===== src/rtl/circ_pkg.sv =====
package circ_pkg;
   typedef enum logic [1:0] {
      CM_OFFSET = 2'b00,
      CM_PRE    = 2'b01,
      CM_POST   = 2'b10,
      CM_DIRECT = 2'b11
   } circ_mode_e;
endpackage


===== src/rtl/circ_fold.sv =====
module circ_fold #(
   parameter int AW         = 16,
   parameter int ELEM_BYTES = 2
) (
   input  logic                 active,
   input  logic [AW-1:0]        base,
   input  logic [AW-1:0]        step,
   input  logic [AW-1:0]        lo,
   input  logic [AW-1:0]        hi,
   output logic [AW+1:0]        result_ext
);
   localparam int EW = AW + 2;

   logic signed [EW-1:0] base_x, step_x, lo_x, hi_x, len_x, sum_x;
   logic                 past_hi, past_lo;

   generate
      if (AW < 4) begin : g_bad_aw
         $error("circ_fold: AW must be at least 4");
      end
      if (ELEM_BYTES < 1 || (ELEM_BYTES & (ELEM_BYTES - 1)) != 0) begin : g_bad_elem
         $error("circ_fold: ELEM_BYTES must be a power of two");
      end
   endgenerate

   always_comb begin
      base_x  = signed'({2'b00, base});
      step_x  = signed'({{2{step[AW-1]}}, step});
      lo_x    = signed'({2'b00, lo});
      hi_x    = signed'({2'b00, hi});
      len_x   = hi_x - lo_x + EW'(ELEM_BYTES);
      sum_x   = base_x + step_x;
      past_hi = !step[AW-1] && (sum_x > hi_x);
      past_lo =  step[AW-1] && (sum_x < lo_x);
      if (active && past_hi)
         result_ext = sum_x - len_x;
      else if (active && past_lo)
         result_ext = sum_x + len_x;
      else
         result_ext = sum_x;
   end
endmodule


===== src/rtl/circ_route.sv =====
module circ_route
   import circ_pkg::*;
#(
   parameter int AW = 16
) (
   input  logic          valid,
   input  circ_mode_e    mode,
   input  logic [AW-1:0] base,
   input  logic [AW-1:0] corrected,
   output logic [AW-1:0] ea,
   output logic          wb_en
);
   always_comb begin
      unique case (mode)
         CM_OFFSET: begin ea = corrected; wb_en = 1'b0;  end
         CM_PRE:    begin ea = corrected; wb_en = valid; end
         CM_POST:   begin ea = base;      wb_en = valid; end
         default:   begin ea = base;      wb_en = 1'b0;  end
      endcase
   end
endmodule


===== src/rtl/circ_addr_gen.sv =====
module circ_addr_gen
   import circ_pkg::*;
#(
   parameter int AW         = 16,
   parameter int SEL_W      = 4,
   parameter int ELEM_BYTES = 2
) (
   input  logic             clk,
   input  logic             rst_n,
   input  logic             ptr_load,
   input  logic [AW-1:0]    ptr_load_val,
   input  logic             step_valid,
   input  logic [1:0]       step_mode,
   input  logic [SEL_W-1:0] step_sel,
   input  logic [AW-1:0]    step_mod,
   input  logic             mod_enable,
   input  logic [SEL_W-1:0] mod_sel,
   input  logic [AW-1:0]    buf_lo,
   input  logic [AW-1:0]    buf_hi,
   output logic [AW-1:0]    ea,
   output logic             wb_en,
   output logic [AW-1:0]    wb_val,
   output logic [AW-1:0]    ptr_q
);
   localparam int          EW    = AW + 2;
   localparam logic [AW-1:0] ALIGN = AW'(ELEM_BYTES - 1);

   generate
      if (SEL_W < 1) begin : g_bad_sel
         $error("circ_addr_gen: SEL_W must be at least 1");
      end
   endgenerate

   logic          active;
   logic [EW-1:0] corr_ext;
   logic [1:0]    corr_hi;
   logic [AW-1:0] corr;

   assign active = mod_enable && (step_sel == mod_sel);

   circ_fold #(.AW(AW), .ELEM_BYTES(ELEM_BYTES)) u_fold (
      .active     (active),
      .base       (ptr_q),
      .step       (step_mod),
      .lo         (buf_lo),
      .hi         (buf_hi),
      .result_ext (corr_ext)
   );

   assign {corr_hi, corr} = corr_ext;
   assign wb_val          = corr;

   circ_route #(.AW(AW)) u_route (
      .valid     (step_valid),
      .mode      (circ_mode_e'(step_mode)),
      .base      (ptr_q),
      .corrected (corr),
      .ea        (ea),
      .wb_en     (wb_en)
   );

   always_ff @(posedge clk) begin
      if (!rst_n)
         ptr_q <= '0;
      else if (ptr_load)
         ptr_q <= ptr_load_val;
      else if (wb_en)
         ptr_q <= wb_val;
   end

   // Window condition under which a fold must land inside the buffer.
   logic signed [EW-1:0] len_chk, mod_chk, mod_abs;
   logic                 in_win;
   always_comb begin
      len_chk = signed'({2'b00, buf_hi}) - signed'({2'b00, buf_lo}) + EW'(ELEM_BYTES);
      mod_chk = signed'({{2{step_mod[AW-1]}}, step_mod});
      mod_abs = mod_chk[EW-1] ? -mod_chk : mod_chk;
      in_win  = (buf_lo <= buf_hi) && (ptr_q >= buf_lo) && (ptr_q <= buf_hi)
             && ((step_mod & ALIGN) == '0) && ((ptr_q & ALIGN) == '0)
             && ((buf_lo & ALIGN) == '0) && ((buf_hi & ALIGN) == '0)
             && (mod_abs <= len_chk);
   end

   assert_in_window_R3: assert property (@(posedge clk) disable iff (!rst_n)
      (active && in_win) |-> (corr_hi == 2'b00 && corr >= buf_lo && corr <= buf_hi));

   assert_plain_sum_R5: assert property (@(posedge clk) disable iff (!rst_n)
      !active |-> (corr == AW'(ptr_q + step_mod)));

   assert_load_R2: assert property (@(posedge clk) disable iff (!rst_n)
      ptr_load |=> (ptr_q == $past(ptr_load_val)));

   assert_writeback_R10: assert property (@(posedge clk) disable iff (!rst_n)
      (!ptr_load && wb_en) |=> (ptr_q == $past(wb_val)));

   assert_hold_R10: assert property (@(posedge clk) disable iff (!rst_n)
      (!ptr_load && !wb_en) |=> $stable(ptr_q));

   assert_post_ea_R8: assert property (@(posedge clk) disable iff (!rst_n)
      (step_mode == 2'b10) |-> (ea == ptr_q));

   assert_offset_nowb_R6: assert property (@(posedge clk) disable iff (!rst_n)
      (step_mode == 2'b00) |-> !wb_en);
endmodule


===== config.mk =====
export PLATFORM = sky130hd
export DESIGN_NAME = circ_addr_gen
export DESIGN_NICKNAME = d
export VERILOG_FILES = /design/src/rtl/circ_pkg.sv /design/src/rtl/circ_fold.sv /design/src/rtl/circ_route.sv /design/src/rtl/circ_addr_gen.sv
export SDC_FILE = /design/constraint.sdc
export NUM_CORES = 1
export LEC_CHECK = 0
export BUFFER_PORTS_ARGS = -buffer_cell sky130_fd_sc_hd__buf_2
export CAP_MARGIN = 25
export CORE_ASPECT_RATIO = 0.8
export CORE_UTILIZATION = 30
export CTS_CLUSTER_SIZE = 25
export DETAILED_ROUTE_END_ITERATION = 8
export PLACE_DENSITY = 0.53
export SLEW_MARGIN = 20
export SYNTH_ARGS = -nofsm -noshare
export SYNTH_HDL_FRONTEND = slang
export SYNTH_SLANG_ARGS = --single-unit

===== constraint.sdc =====
create_clock -name clk -period 9.9 [get_ports clk]
set_clock_uncertainty 0.2 [all_clocks]
set_input_delay 0.495 -clock clk [delete_from_list [all_inputs] [get_ports clk]]
set_output_delay 0.495 -clock clk [all_outputs]
set_load 0.02 [all_outputs]

# == Word level (Yosys, flattened, before mapping) ==
# Cells that the tools add are included.
# totals
inputBits,79
reg_bits,16
elab_cells,27
out_inout_bits,49
# classes
muxes,6
addsub,5
magnitude_cmp,2
n_eq_ne,3
reduce_logical,10
# ops
cell,count
16-bit two-way mux,5
16-bit subtractor,2
17-bit by 16-bit adder with 18-bit output,1
18-bit by 17-bit > comparator with 1-bit output,1
18-bit by 17-bit less-than comparator with 1-bit output,1
16-bit adder,1
16-bit by 3-bit adder with 16-bit output (second input constant),1
1-bit logical AND,5
4-bit equality test,1
2-bit OR reduction,2
2-bit by 1-bit equality test with 1-bit output (second input constant),1
2-bit equality test (second input constant),1
2-bit zero test,1
2-bit nonzero test,1
1-bit zero test,1
1-bit two-way mux,1

# == Logic depth before layout (Yosys ltp) ==
# Gate-level depths: netlist of run 1.
# depth
depth_word,8
ltp_mapped,23
mapped_depth_nobuf,23

# == By module ==
# A second synthesis of run 1 with hierarchy kept.
# unflattened
hier_cells,786
area_unflattened_um2,5863.1
# modules_own_cells
mod,cells_each,area_each_um2,seq_area_each_um2,n_inst
circ_fold,682,4820.9,0.0,1
circ_addr_gen,80,754.5,320.3,1
circ_route,24,287.8,0.0,1

# == Least setup slack after synthesis of run 1 ==
# Ideal clock, no wire load.
# synth_timing
path_kind,input port to output port
from,in step_mod[4]
to,out ea[10]
arrival_time_ns,4.815
cell_stages,19
slack_ns,4.390
path_buffers,1
required_ns,9.205
cell_sequence,ha_1 -> a2111oi_4 -> o21a_1 -> o21ai_0 -> a21o_1 -> a21oi_1 -> xnor2_1 -> ha_1 -> a21o_1 -> a21o_1 -> a21oi_1 -> o21ai_0 -> and3_1 -> a221oi_1 -> o21a_1 -> buf_2 -> a211oi_1 -> nor3_1 -> mux2_2
# synth_between
elab_chain_len,7
word_cells_on_any_way,12
cone_classes,add/sub (3); order compare (2); mux (3); reduce/logical (4)
# synth_lines
element,line,text
"start, declared",circ_addr_gen.sv:15,"input logic [AW-1:0] step_mod,"
17-bit by 16-bit adder with 18-bit output (*),circ_fold.sv:32,sum_x = base_x + step_x;
18-bit by 17-bit less-than comparator with 1-bit output,circ_fold.sv:34,past_lo = step[AW-1] && (sum_x < lo_x);
1-bit logical AND,circ_fold.sv:34,
1-bit logical AND,circ_fold.sv:37,else if (active && past_lo)
16-bit two-way mux,circ_fold.sv:37,
16-bit two-way mux (*),circ_fold.sv:35,if (active && past_hi)
net wb_val[10],circ_addr_gen.sv:22,"output logic [AW-1:0] wb_val,"
16-bit two-way mux (*),circ_route.sv:14,unique case (mode)
"end, declared",circ_addr_gen.sv:20,"output logic [AW-1:0] ea,"
# Mark *: on every way through the listed nets, which the timed path passes. The rest lies on a longest branch.

# == Final worst setup path of run 1 ==
# layout_timing
from,in buf_hi[1]
to,out ea[15]
# layout_between
elab_chain_len,6
word_cells_on_any_way,10
cone_classes,add/sub (4); order compare (1); mux (3); reduce/logical (2)
# layout_lines
element,line,text
"start, declared",circ_addr_gen.sv:19,"input logic [AW-1:0] buf_hi,"
16-bit subtractor,-,
16-bit by 3-bit adder with 16-bit output,circ_fold.sv:31,len_x = hi_x - lo_x + EW'(ELEM_BYTES);
16-bit adder,circ_fold.sv:38,result_ext = sum_x + len_x;
16-bit two-way mux,circ_fold.sv:37,
16-bit two-way mux (*),circ_fold.sv:35,
16-bit two-way mux (*),circ_route.sv:14,
# Mark *: on every way between the ends. The rest lies on a longest branch, timed or not.

==> out/results.txt, run 1 <==
The flow ran to the end, and the final reports show no timing, DRC or antenna violations. The run gives 0.00445 mm² as the area of the multi-input gates. For the initial standard-cell utilization of the core, the log shows 31.0%. Net switching is 54.6% of the power.

The floorplan step defined a core boundary enclosing 0.0167 mm². Of the synthesized area, sequential elements account for 6.17%. The tools report the number of buffers inserted by post-CTS setup repair as 0. Setup repair after global routing left no endpoint under its margin. Headroom to the max-slew limit came out at 42.4%. Measured along the x axis, the die boundary spans 149 µm.

Arrival time at the worst endpoint: 5.50 ns. Relative to the synthesized area, the layout overhead comes to 17.9%. Traced cell by cell, the critical path runs through buf_2 -> inv_1 -> ha_1 -> inv_1 -> ha_1 -> inv_1 -> fa_1 -> nor2b_1 -> o21ai_0 -> a21oi_1 -> o21ai_0 -> nand2b_1 -> xor2_1 -> ha_1 -> nor4_1 -> o211ai_1 -> a31oi_1 -> o221ai_1 -> o31ai_1 -> xor2_1 -> a32oi_1 -> xor2_1 -> a21oi_1 -> buf_2. VDD sags by at most 0.0822 mV. For this run, design rule violations remaining after detail routing come to 0. The number of endpoints with negative hold slack in the final report is 0. The number of synthesized register bits was 16. The run gives 16 as the number of clock sinks. For this run, the leading register cell type out of synthesis is sky130_fd_sc_hd__dfxtp_1. In the layout the commonest cells are sky130_fd_sc_hd__buf_2, sky130_fd_sc_hd__ha_1, sky130_fd_sc_hd__inv_1, sky130_fd_sc_hd__nor2_1, sky130_fd_sc_hd__a21oi_1. The register area was 320 µm²; the slew of the pin with the lowest slew margin was 0.861 ns. For this run the aggregate overflow at the end of global routing stands at 0. After layout, the worst setup slack is 3.70 ns. Type of the worst min-delay path: in2reg. The run gives 355 as the violation count after the first detailed-route iteration. The area after detailed placement was 0.00603 mm²; the number of flip-flops under the largest register name was 16. After clock tree synthesis, the flow added hold-fix buffers numbering 0. Across the run, the number of max-cap violations was 0.

In this run, CTS created clock tree buffers numbering 3. The total number of yosys warnings was 0; the clock transition at the registers of the reported paths was 0.05 ns. Most common library cell in the layout ignoring fill and taps: sky130_fd_sc_hd__buf_2. The number of cells traversed by the worst register-to-register path was 19; the total of buffers placed on input and output ports was 127. The proportion of power drawn by flip-flops and latches is 7.8%. The clock root buffer was sky130_fd_sc_hd__clkbuf_16. The largest registers in the layout are ptr_q x16.

Entering global routing, the biggest net connects 25 pins. The slowest stage of the critical path is the sky130_fd_sc_hd__fa_1 cell. The tools report the clock insertion delay at the later pin of the skew report as 0.26 ns. The register with the most flip-flops is ptr_q. The final count of pins violating max slew is 0, and the layout cell share with drive strength beyond 1 is 19.6%. The routed wire length came out at 16300 µm.

The repair_antennas step left the layout with diodes totalling 0. The worst stage delay on the critical path came out at 0.41 ns. The longest clock path from root to sink contains 2 buffers. Setup violations remaining at the end of the flow were counted as 0. The run gives 18.4% as the global router's overall resource usage. The post-layout net count was 1008; the cell area after technology mapping was 0.00519 mm². For the post-cts sizing count, the log shows 0.

Of the available clock period, the critical path in the final layout requires 62.6%. The logs give 14000 µm for the half-perimeter wire length of the detailed placement result and 0 for the number of nets with antenna violations after detailed routing. Counting tap cells, the placed design contains a total of 1031 instances. For this design the total switching power over the nets is 0.549 mW. In this run the worst path has a maximum fanout of 11.

Hold is met by 0.277 ns. The worst hold path depth came out at 3. The share of total power dissipated in the clock network is 9.0%. The internal power consumption is 0.456 mW. The post-synthesis async set-or-reset flop share is 0%. Die footprint: 0.0178 mm². Setup total negative slack on the finished layout was measured at 0 ns. The tools report the initial antenna violation count as 0. Launching element type of the critical path: an input port. Via count of the first global-routing pass: 5132. The post-placement setup slack was 3.70 ns; the maximum level of the CTS H-tree was 1. For the number of inserted filler cells in the final layout, the log shows 1856.

The power density over the cells was 164 mW/mm². The routed length per instance came out at 15.7 µm. The tools report the net count of the mapped netlist as 894. The share of total power dissipated in combinational logic is 83.2%. The average footprint of a synthesized cell is 7.39 µm². In the post-synthesis netlist, the biggest area contributors are sky130_fd_sc_hd__ha_1, sky130_fd_sc_hd__inv_1, sky130_fd_sc_hd__dfxtp_1. The detail-routed via count per cell is 5.18. Type of the setup path with the least slack: in2out. The share of synthesized area in the top cell type comes to 26.3%.

The run gives 74 as the post-synthesis cell type count. The tools report the data required time of the worst path as 9.21 ns. TritonCTS built the clock tree. The height of the die was 120 µm; the final RePlAce weighted congestion was 0.833.

128 I/O pins were placed. Summing over every cut layer, the via total after detailed routing is 5363. The final standard cell area without fillers is 0.00612 mm², and the top achievable clock speed is 161 MHz. The largest total area in the synthesized netlist belongs to sky130_fd_sc_hd__ha_1.

For the finished layout, the period the worst path requires is 6.20 ns. The tools report the leakage component of the power as 3.22 nW. The floorplan has 42 rows. For this run, the number of standard cells in the final layout without fillers is 1035. The first global-routing pass estimated 26300 µm of wire. STA classifies the critical path endpoint as a primary output. The logs give 4 for the total iterations of the first detailed-routing run and 702 for the number of instances in the synthesized netlist. The synthesized design contains 0 enable-type register cells.
synth_stat cells, drive strengths merged, types with 3 or more instances:
cell type,instances
fa,4
a32oi,4
a21oi,46
o21ai,49
o211ai,17
inv,89
or3,9
mux2,4
a221oi,3
a21o,22
a211oi,14
nor3,13
xnor2,20
nor2,55
a211o,3
nand3,10
nand2b,9
or2,7
a31o,3
nor4,3
dfxtp,16
and2,9
ha,109
nand4,8
o21a,16
a31oi,5
buf,5
nor2b,8
o32ai,3
nand2,37
xor2,15
clkbuf,15
a41oi,10
a2111oi,3
o21bai,12
o31ai,4
and3,15
stage by stage:
| stage | util [%] | total power, mW |
|---|---|---|
| after floorplan | - | 0.697 |
| after global placement | 36.1 | 0.908 |
| after detailed placement | 36.1 | 0.907 |
| after CTS | 36.6 | 1.00 |
| after global routing | 36.6 | 1.11 |
| final | 36.6 | 1.01 |
cell families after synthesis:
| family | share of synthesized area [%] |
|---|---|
| AO/OA/AOI/OAI | 32.9 |
| XOR/XNOR | 5.91 |
| adder cells (fa/ha/maj) | 27.8 |
| buffers and inverters | 8.15 |
| flip-flops | 6.17 |
| multiplexers | 1.13 |
| AND/OR/NAND/NOR | 17.9 |
layout make-up:
class | count | area share, %
sequential | 16 | 5.24
timing repair buffer | 129 | 10.6
multi-input combinational | 576 | 72.7
inverter | 90 | 5.52
tap | 220 | 4.50
clock buffer | 4 | 1.45
worst paths after layout:
kind	start	to	slack (ns)
worst max register to register	ptr_q[1]	ptr_q[12]	4.57
worst min-delay path	ptr_load_val[0]	ptr_q[0]	0.28
worst max-delay path	buf_hi[1]	ea[15]	3.70
worst min register to register	ptr_q[7]	ptr_q[7]	0.36
power groups by stage:
stage          clock network, mW  registers [mW]  logic, mW
2_1_floorplan                  0          0.0843      0.613
3_3_place_gp                   0          0.0795      0.829
3_5_place_dp                   0          0.0795      0.828
4_1_cts                   0.0916          0.0781      0.834
5_1_grt                   0.0953          0.0790      0.940
6_report                  0.0907          0.0782      0.837
layer usage:
layer	share of wire [%]	vias up	track usage, %
met4	0.26	0	1.08
met3	4.1	6	2.40
met2	43	122	29.0
met5	0	-	0
met1	53	2453	27.4
li1	-	2782	-
critical path: cells and delay by family:
kind	cells	cell delay, ns
simple gates	3	0.73
fa+ha+maj	4	1.17
buf+inv	5	0.46
compound gates	9	2.03
xor+xnor	3	0.61
No activity file was read; power rests on OpenSTA's default activity.
==> run 2: changes to the inputs <==
--- a/config.mk
+++ b/config.mk
@@ -5,13 +5,14 @@
 export SDC_FILE = /design/constraint.sdc
 export NUM_CORES = 1
 export LEC_CHECK = 0
+export ABC_AREA = 1
 export BUFFER_PORTS_ARGS = -buffer_cell sky130_fd_sc_hd__buf_2
 export CAP_MARGIN = 25
 export CORE_ASPECT_RATIO = 0.8
 export CORE_UTILIZATION = 30
 export CTS_CLUSTER_SIZE = 25
 export DETAILED_ROUTE_END_ITERATION = 8
-export PLACE_DENSITY = 0.53
+export PLACE_DENSITY = 0.54
 export SLEW_MARGIN = 20
 export SYNTH_ARGS = -nofsm -noshare
 export SYNTH_HDL_FRONTEND = slang
==> constraint.sdc (replaced) <==
create_clock -name clk -period 5 [get_ports clk]
set_clock_uncertainty 0.2 [all_clocks]
set_input_delay 0.25 -clock clk [delete_from_list [all_inputs] [get_ports clk]]
set_output_delay 0.25 -clock clk [all_outputs]
set_load 0.02 [all_outputs]
==> out/results.txt, run 2 <==
After technology mapping, the gate count stands at 923. The die extent in x was 154 µm; the routed wire length on met2 was 7040 µm. Ranked by instance count, the synthesized netlist is headed by sky130_fd_sc_hd__nand2_1, sky130_fd_sc_hd__inv_1, sky130_fd_sc_hd__ha_1.

The tools report the type of element capturing the critical path as a primary output. Headroom to the max-slew limit came out at 59.8%. Maximum vdd ir drop: 0.108 mV.

Of the synthesized area, sequential elements account for 5.81%. Entering global routing, the biggest net connects 21 pins. The post-synthesis async set-or-reset flop share works out to 0%. Number of top-level pins: 128.

The violation count after the first detailed-route iteration is 265. Setup repair after global routing could not meet its margin everywhere. For the arrival time at the worst endpoint, the log shows 4.20 ns.

The largest registers in the layout are ptr_q x16. The total CTS buffers is 3. Clock tree synthesis selected as its root buffer the cell sky130_fd_sc_hd__clkbuf_16. At the worst endpoint, the required time is 4.55 ns. The worst register-to-register path has a setup slack of 0.86 ns.

The total area inside the core boundary comes to 0.0176 mm². The launching element type of the critical path is a flop. In the final routed layout, each cell accounts on average for 13.2 µm.

In the routed layout, each cell is associated on average with a via count of 4.71. The number of antenna diodes in the final layout is 0. Wire length on met3: 879 µm.

The number of nets with antenna violations after detailed routing is 0, and the initial standard-cell utilization of the core is 31.3%. The type of the setup path with the least slack is reg2out. Total iterations of the first detailed-routing run: 4. Number of enable flip-flop cells after synthesis: 0. The total of buffers placed on input and output ports is 127, and the count of unresolved DRC violations after routing is 0. Slew of the pin with the lowest slew margin: 0.603 ns. For the number of placement rows, the log shows 43. Of all nets on the critical path, the largest fanout is 7. For the net count of the mapped netlist, the log shows 1115.

The area growth from synthesis to final layout was 22.2%; the clock transition at the registers of the reported paths was 0.06 ns. On the critical path, the stage with the largest delay is an instance of sky130_fd_sc_hd__fa_1. The run finished with clean final reports. The tools report the via count of the first global-routing pass as 5598.

The maximum level of the CTS H-tree was 1. The post-layout net count came out at 1259. Among all flip-flop cells after synthesis, the most frequent one is sky130_fd_sc_hd__dfxtp_1. For the final count of pins violating max slew, the log shows 0. Global routing used 18.1% of the available tracks across all layers. The run gives 45 as the post-synthesis cell type count. The period utilization was 93.0%; the met1 wire length was 9040 µm. Cell area after technology mapping: 0.00552 mm². The congestion estimate from routability-driven global placement came to 0.866. The half-perimeter wire length of the detailed placement result was 15000 µm; the number of buffers added to fix hold violations after cts was 0.

ptr_q holds more flip-flops than any other register. The layout cell share with drive strength beyond 1 was 18.8%. The portion of synthesized cell area occupied by the leading cell type came out at 24.7%. Final count of negative-setup-slack endpoints: 0. Most common library cell in the layout ignoring fill and taps: sky130_fd_sc_hd__nand2_1.

The via count of the routed design was 6085; the final cell utilization of the core was 38.2%. The die footprint is 0.0189 mm², and the worst stage delay on the critical path is 0.41 ns. The top cell type by total area after synthesis is sky130_fd_sc_hd__ha_1.

The run gives 0.26 ns as the clock insertion delay at the later pin of the skew report. Initial antenna violation count: 0. Number of buffers and inverters on the critical path: 4.

TritonCTS built the clock tree. Timing would allow up to 215 MHz. The design draws 2.15 mW.

Yosys instantiated no cell more often than sky130_fd_sc_hd__nand2_1. The time the worst path needs with I/O delays and setup was 4.65 ns; the number of endpoints with negative hold slack in the final report was 0. By area the synthesized netlist is led by sky130_fd_sc_hd__ha_1, sky130_fd_sc_hd__nand2_1, sky130_fd_sc_hd__inv_1.

The count of max-cap constraint violations is 0. The signal on the critical path passes through ha_1 -> fa_1 -> nand3_1 -> nand2_1 -> nand2_1 -> nand2_1 -> buf_4 -> xor2_1 -> buf_4 -> ha_1 -> a21o_1 -> a21boi_1 -> nand3_1 -> a21oi_1 -> xor2_1 -> inv_1 -> nand3_1 -> nand3_1 -> nand2_2 -> nand2_1 -> o21ai_1 -> buf_2. The average footprint of a synthesized cell is 5.98 µm², and the power density over the cells is 318 mW/mm². The height of the die is 123 µm, and the number of synthesized register bits is 16. Counting every sink on the clock net gives 16. Sum of overflow across all layers after global routing: 0. The clock passes through at most 2 buffers. The leakage component of the power is 4.02 nW.

On the critical path the largest part of the delay comes from adder cells. The register with the most flip-flops in the layout has 16 of them. During synthesis, Yosys emitted a total of 0 warnings. The first global-routing pass estimated 27600 µm of wire.

For the number of inserted filler cells in the final layout, the log shows 2065. The number of buffers inserted by post-CTS setup repair is 0, and the routed wire length is 17100 µm. Type of the worst min-delay path: in2reg. The library cells used most frequently in the layout, excluding fill and tap cells, are sky130_fd_sc_hd__nand2_1, sky130_fd_sc_hd__inv_1, sky130_fd_sc_hd__buf_2, sky130_fd_sc_hd__ha_1, sky130_fd_sc_hd__a21oi_1. Topmost layer with routed signal wires: met4.
==> run 2: cell count changes in the layout (fill, tap and decap cells not counted), moves of 13 or more <==
cell,previous run,this run
sky130_fd_sc_hd__nor2_1,55,36
sky130_fd_sc_hd__a21o_1,22,6
sky130_fd_sc_hd__xor2_1,15,35
sky130_fd_sc_hd__buf_4,2,27
sky130_fd_sc_hd__nand3_1,9,62
sky130_fd_sc_hd__o211ai_1,16,3
sky130_fd_sc_hd__inv_1,89,179
sky130_fd_sc_hd__o21a_1,15,1
sky130_fd_sc_hd__a21oi_1,46,72
sky130_fd_sc_hd__nand2_1,37,242
sky130_fd_sc_hd__and3_1,15,1
==> run 2: cell type report <==
cell class                 instances  area (µm²)  share of cell area (%)
multi-input combinational        708        4510                    66.9
timing repair buffer             154         845                    12.5
inverter                         184         696                    10.3
sequential                        16         320                    4.75
tap                              225         282                    4.18
clock buffer                       4        88.8                    1.32
==> run 2: logic make-up after synthesis <==
| logic type | share of synthesized area [%] |
|---|---|
| fa+ha+maj | 26.2 |
| xor+xnor | 7.30 |
| compound gates | 15.0 |
| simple gates | 31.8 |
| flops | 5.81 |
| buf+inv | 13.9 |
==> run 2: what timing repair did <==
item                                   4_1_cts  5_1_grt
endpoints found under the hold margin        0        0
gates resized for setup                      0       25
setup endpoints to repair                    0       32
==> run 2: layer usage <==
layer | global-route usage, % | up-vias
met5 | 0 | -
met4 | 1.69 | 0
met3 | 2.66 | 11
met2 | 28.9 | 160
met1 | 26.3 | 2649
li1 | - | 3265
==> run 2: worst reg2reg max path, stage by stage (launching register included) <==
cell and delay [ns]:
sky130_fd_sc_hd__dfxtp_1 0.31, sky130_fd_sc_hd__ha_1 0.21, sky130_fd_sc_hd__fa_1 0.41, sky130_fd_sc_hd__nand3_1 0.12, sky130_fd_sc_hd__nand2_1 0.08, sky130_fd_sc_hd__nand2_1 0.07
sky130_fd_sc_hd__nand2_1 0.10, sky130_fd_sc_hd__a21boi_2 0.22, sky130_fd_sc_hd__o21ai_0 0.12, sky130_fd_sc_hd__xor2_1 0.18, sky130_fd_sc_hd__inv_1 0.10, sky130_fd_sc_hd__ha_1 0.28
sky130_fd_sc_hd__nand2_1 0.12, sky130_fd_sc_hd__nor4_1 0.31, sky130_fd_sc_hd__nand3_1 0.20, sky130_fd_sc_hd__nand2_1 0.14, sky130_fd_sc_hd__nand2_2 0.12, sky130_fd_sc_hd__nand2_4 0.16
sky130_fd_sc_hd__clkinv_4 0.12, sky130_fd_sc_hd__nand2_1 0.08, sky130_fd_sc_hd__nand2_1 0.09, sky130_fd_sc_hd__buf_4 0.15, sky130_fd_sc_hd__nand2_1 0.05, sky130_fd_sc_hd__a21oi_1 0.05
==> run 2: worst paths after layout <==
check,cells after the start,end,startpoint
worst max register to register,23,ptr_q[12],ptr_q[0]
worst min-delay path,5,ptr_q[7],ptr_load_val[7]
worst min register to register,4,ptr_q[6],ptr_q[6]
worst max-delay path,22,ea[13],ptr_q[0]
==> run 2: power by group <==
part | leakage [nW] | internal [mW] | switching (mW) | total [mW]
Combinational | 3.84 | 0.678 | 1.14 | 1.82
Sequential | 0.132 | 0.138 | 0.00940 | 0.147
Clock | 0.0442 | 0.122 | 0.0578 | 0.180
==> run 2: metrics by stage <==
| step | instance area, µm² | std cells | hold WS (ns) | setup slack (ns) | TNS (ns) |
|---|---|---|---|---|---|
| 6_report | 6740 | 1291 | 0.124 | 0.349 | 0 |
| 5_1_grt | 6740 | 1291 | 0.140 | -0.0134 | -0.0134 |
| 4_1_cts | 6650 | 1290 | 0.121 | 0.0440 | 0 |
| 3_5_place_dp | 6560 | 1286 | 0.396 | 0.148 | 0 |
| 3_3_place_gp | 6560 | 1286 | 0.393 | 0.214 | 0 |
| 2_1_floorplan | 5520 | 923 | 0.255 | 0.613 | 0 |
